**src/rtl/bertGenPkg.sv**
```systemverilog
package bertGenPkg;
  localparam int SR_W  = 32;
  localparam int IDX_W = $clog2(SR_W);
  localparam int CFG_W = 16;

  typedef struct packed {
    logic             load;
    logic             shift;
    logic             qrss;
    logic             repeatMode;
    logic [IDX_W-1:0] lenIdx;
    logic [IDX_W-1:0] tapIdx;
  } genStrb_t;
endpackage

```
**src/rtl/bertGenCtrl.sv**
```systemverilog
module bertGenCtrl
  import bertGenPkg::*;
#(
  parameter int Q_LEN = 20,
  parameter int Q_TAP = 17
) (
  input  logic [CFG_W-1:0] cfgWord,
  input  logic             loadStb,
  input  logic             bitEn,
  output genStrb_t         strb
);
  // field positions are decoded by software; keep them fixed
  localparam int LEN_LSB  = 0;
  localparam int TYPE_BIT = 5;
  localparam int OVR_BIT  = 6;
  localparam int TAP_LSB  = 8;

  logic             ovrSel;
  logic [IDX_W-1:0] userLen;
  logic [IDX_W-1:0] userTap;

  assign ovrSel  = cfgWord[OVR_BIT];
  assign userLen = cfgWord[LEN_LSB +: IDX_W];
  assign userTap = cfgWord[TAP_LSB +: IDX_W];

  always_comb begin
    strb.load       = loadStb;
    strb.shift      = bitEn & ~loadStb;
    strb.qrss       = ovrSel;
    strb.repeatMode = ~ovrSel & cfgWord[TYPE_BIT];
    strb.lenIdx     = ovrSel ? IDX_W'(Q_LEN - 1) : userLen;
    strb.tapIdx     = ovrSel ? IDX_W'(Q_TAP - 1) : userTap;
  end
endmodule

```
**src/rtl/bertGenPath.sv**
```systemverilog
module bertGenPath
  import bertGenPkg::*;
#(
  parameter int              WIN    = 14,
  parameter int              Q_LEN  = 20,
  parameter logic [SR_W-1:0] Q_SEED = 32'h000F_FFFF
) (
  input  logic            clk,
  input  logic            rst_n,
  input  genStrb_t        strb,
  input  logic [SR_W-1:0] seedWord,
  output logic            patBit
);
  logic [SR_W-1:0] srQ;
  logic [WIN-1:0]  dlyQ;
  logic            lenBit;
  logic            tapBit;
  logic            fbBit;
  logic            coreBit;
  logic            zeroWin;

  assign lenBit  = srQ[strb.lenIdx];
  assign tapBit  = srQ[strb.tapIdx];
  assign fbBit   = strb.repeatMode ? lenBit : (lenBit ^ tapBit);
  assign coreBit = srQ[Q_LEN-1];
  assign zeroWin = (dlyQ == '0);

  always_ff @(posedge clk) begin
    if (!rst_n) begin
      srQ  <= '0;
      dlyQ <= '0;
    end else if (strb.load) begin
      srQ  <= strb.qrss ? Q_SEED : seedWord;
      dlyQ <= '0;
    end else if (strb.shift) begin
      srQ  <= {srQ[SR_W-2:0], fbBit};
      dlyQ <= {dlyQ[WIN-2:0], coreBit};
    end
  end

  assign patBit = strb.qrss ? (zeroWin | dlyQ[WIN-1]) : lenBit;

  p_load_seed_r2: assert property (@(posedge clk) disable iff (!rst_n)
    (strb.load && !strb.qrss) |=> (srQ == $past(seedWord)));

  p_hold_r3: assert property (@(posedge clk) disable iff (!rst_n)
    (!strb.load && !strb.shift) |=> ($stable(srQ) && $stable(dlyQ)));

  p_shift_move_r4: assert property (@(posedge clk) disable iff (!rst_n)
    strb.shift |=> (srQ[SR_W-1:1] == $past(srQ[SR_W-2:0])));

  p_fixed_seed_r9: assert property (@(posedge clk) disable iff (!rst_n)
    (strb.load && strb.qrss) |=> (srQ == Q_SEED));

  p_raw_window_r10: assert property (@(posedge clk) disable iff (!rst_n)
    strb.shift |=> (dlyQ[0] == $past(srQ[Q_LEN-1])));
endmodule

```
**src/rtl/bertPatternGen.sv**
```systemverilog
module bertPatternGen
  import bertGenPkg::*;
#(
  parameter int              WIN    = 14,
  parameter int              Q_LEN  = 20,
  parameter int              Q_TAP  = 17,
  parameter logic [SR_W-1:0] Q_SEED = 32'h000F_FFFF
) (
  input  logic               clk,
  input  logic               rst_n,
  input  logic [CFG_W-1:0]   cfgWord,
  input  logic [SR_W/2-1:0]  seedLo,
  input  logic [SR_W/2-1:0]  seedHi,
  input  logic               loadStb,
  input  logic               bitEn,
  output logic               patBit
);
  genStrb_t strb;

  bertGenCtrl #(.Q_LEN(Q_LEN), .Q_TAP(Q_TAP)) ctrl_i (
    .cfgWord(cfgWord),
    .loadStb(loadStb),
    .bitEn  (bitEn),
    .strb   (strb)
  );

  bertGenPath #(.WIN(WIN), .Q_LEN(Q_LEN), .Q_SEED(Q_SEED)) path_i (
    .clk     (clk),
    .rst_n   (rst_n),
    .strb    (strb),
    .seedWord({seedHi, seedLo}),
    .patBit  (patBit)
  );
endmodule

```
**config.mk**
```make
export PLATFORM = sky130hd
export DESIGN_NAME = bertPatternGen
export DESIGN_NICKNAME = d
export VERILOG_FILES = /design/src/rtl/bertGenPkg.sv /design/src/rtl/bertGenCtrl.sv /design/src/rtl/bertGenPath.sv /design/src/rtl/bertPatternGen.sv
export SDC_FILE = /design/constraint.sdc
export NUM_CORES = 1
export LEC_CHECK = 0
export CORE_MARGIN = 2
export CORE_UTILIZATION = 29
export CTS_CLUSTER_DIAMETER = 60
export DETAILED_ROUTE_END_ITERATION = 16
export DONT_BUFFER_PORTS = 1
export PLACE_DENSITY = 0.4
export SKIP_CTS_REPAIR_TIMING = 1
export SLEW_MARGIN = 20
export SYNTH_ARGS = -nofsm -noshare
export SYNTH_HDL_FRONTEND = slang
export SYNTH_SLANG_ARGS = --single-unit
```
**constraint.sdc**
```tcl
create_clock -name clk -period 1.9 [get_ports clk]
set_clock_uncertainty 0.05 [all_clocks]
set_input_delay 0.38 -clock clk [delete_from_list [all_inputs] [get_ports clk]]
set_output_delay 0.38 -clock clk [all_outputs]
set_load 0.02 [all_outputs]
```
==> flow_summary.yaml <==
route:
  dr_total_vias: 2242
  drt_wl_total_mm: 7.70
  drt-initial-drc-count: 97
  postRouteAntennaNets: 0
  via_per_inst: 5.54
  drc: 0
  drtPass1Iterations: 4
  wire_per_inst_um: 19.0
global_route:
  grt_pass1_wl_mm: 12.5
  grtUsageTotal_pct: 15.7
  grt_pass1_vias: 2198
  grt-ovfl-total: 0
  antenna_found_initial: 0
  grt_max_degree: 50
min_path:
  hold_path.startpoint: "rst_n"
  hold_class: "input port to register"
power_and_ir_drop:
  vdd.ir_drop.worst_mv: 0.250
  p_per_area_nw_per_um2: 681
  p_leak_nw: 1.17
finish:
  nets: 345
  area_growth_pct: 11.0
  final_cell_mix: "44 x dfxtp_1, 37 x mux2i_1, 27 x nor2_1, 23 x mux2_2, 22 x o21ai_0"
  drive_gt1_share_pct: 25.9
  layout_commonest_cell: "dfxtp_1"
  postLayoutCoreUtil_pct: 33.0
  num_antenna_cells: 0
  stdcell_area_um2: 3030
  fillers: 966
status:
  run_status: "finished with violations"
  violations: "setup timing"
setup_path:
  crit_path_start_kind: "register"
  crit_fanout: 2
  worstSetupEndpointType: "primary output"
  worstPathRequired_ns: 1.47
  worstSetupPathType: "register to primary output"
  rr_startpoint: "path_i.srQ[10]"
  crit_arrival_ns: 1.92
  critPathLaunch: "path_i.srQ[18]"
synth:
  synth.distinct_cells: 47
  async_flop_share_pct: 0
  netlist_area_um2: 2730
  yosys.area_share.simple_pct: 15.6
  synth-main-ff-cell: "dfxtp_1"
  avgSynthCellArea_um2: 9.17
  synth_edf_count: 0
  yosysSeqAreaShare_pct: 33.7
  synth-compound-area-share_pct: 20.6
  synth_xor_area_share_pct: 0.321
  ys_ff_latch: 46
  ys_warn_count: 0
  synth_top_family_by_area: "multiplexers"
  syn_nets: 350
  synthAdderAreaFrac_pct: 0
  synthMuxAreaShare_pct: 25.2
  synthCells: 298
clock_network:
  clock_latency_ns: 0.31
  cts_root_buf: "clkbuf_8"
  cts_buffers: 5
  htreeDepth: 2
  cts_sinks: 46
  clk_pin_slew_ns: 0.10
  cts.path.max_buffers: 2
  cts_tree: "done"
timing:
  fin_hold_ws_ns: 0.139
  setup_ws_ns: -0.448
  setup_tns_ns: -0.448
  fin_crit_sh_pct: 124
  max_slew_margin_pct: 54.8
  rsz0062_at_grt: "yes"
  setup_viol: 1
  tightest_slew_ns: 0.676
  finalCriticalPeriod_ns: 2.35
  finalHoldViolCount: 0
  fmax_mhz: 426
  report.final.slew_viol_count: 0
die:
  die_height_um: 101
  start_util_pct: 29.7
  die_area_um2: 10200
  core_region_area_um2: 9200
  io_pins: 53
  rows: 35
  fp.dieW_um: 101
place:
  postPlaceCellArea_um2: 2880
  hpwl_mm: 5.33
  portBuffers: 0
  gp_congestion: 0.824
job:
  drv_cap: 0
## synthesized netlist by cell type, types with 3 or more instances
cell type	count	area, um2
nor3_1	4	20.0
o21ai_0	22	110
and2_1	12	75.1
nand3_1	4	20.0
o221a_2	19	214
a21oi_1	4	20.0
inv_1	4	15.0
nor2b_1	3	18.8
buf_2	7	35.0
clkbuf_1	17	63.8
nor2_1	27	101
nor4_1	3	18.8
mux2i_1	38	380
dfxtp_1	46	921
nand2b_1	6	37.5
mux2_2	23	259
nand2_1	21	78.8
## area by class of cell
| type | instances | area [um2] | share of cell area (%) |
|---|---|---|---|
| Clock inverter | 1 | 8.76 | 0.289 |
| Multi-Input combinational cell | 222 | 1760 | 57.9 |
| Clock buffer | 7 | 86.3 | 2.85 |
| Tap cell | 111 | 139 | 4.58 |
| Sequential cell | 46 | 923 | 30.4 |
| Inverter | 4 | 15.0 | 0.495 |
| Timing Repair Buffer | 14 | 105 | 3.47 |
## kinds of logic after synthesis
logic type,after synthesis
AOI/OAI and AO/OA,71
xor gates and xnor gates,1
buffers and inverters,30
DFF,46
muxes,63
and+or+nand+nor,87
## state kept, by name, indices dropped and copies added, names as in the netlist
signal       flops
path_i.dlyQ     14
path_i.srQ      32
## report_power, final
| part | internal [W] | total (W) | leakage [nW] | switching, W |
|---|---|---|---|---|
| clock network | 0.000302 | 0.000681 | 0.0489 | 0.000378 |
| registers | 0.00101 | 0.00106 | 0.378 | 0.0000448 |
| logic | 0.000199 | 0.000329 | 0.742 | 0.000129 |
| total | 0.00151 | 0.00207 | 1.17 | 0.000553 |
## routing by layer
| layer | up-vias | global-route usage (%) | share of wire [%] |
|---|---|---|---|
| met3 | 7 | 3.95 | 4.8 |
| met5 | - | 0 | 0 |
| met4 | 0 | 3.74 | 1.1 |
| li1 | 1101 | - | - |
| met2 | 33 | 23.1 | 43 |
| met1 | 1101 | 22.8 | 51 |
## path summary, 6_finish.rpt
check,end,slack [ns],cells after the start
worst max-delay path,patBit,-0.45,6
worst min register to register,path_i.dlyQ[13],0.45,2
worst max register to register,path_i.srQ[0],0.01,7
worst min-delay path,path_i.srQ[23],0.14,1
## per-stage QoR
step	setup WS (ns)	total power, W	std cells
4_1_cts	-0.499	0.00206	404
6_report	-0.448	0.00207	405
3_3_place_gp	-0.250	0.00139	396
3_5_place_dp	-0.212	0.00139	396
5_1_grt	-0.550	0.00216	405
2_1_floorplan	-0.102	0.00137	298
## worst max-delay path, cell delays in order, from the launching register on
cell      delay, ns
dfxtp_2        0.34
or3b_4         0.38
a31oi_4        0.15
a221oi_2       0.05
a311oi_2       0.29
a32oi_2        0.14
mux2i_4        0.27
No activity file was read; power rests on OpenSTA's default activity.
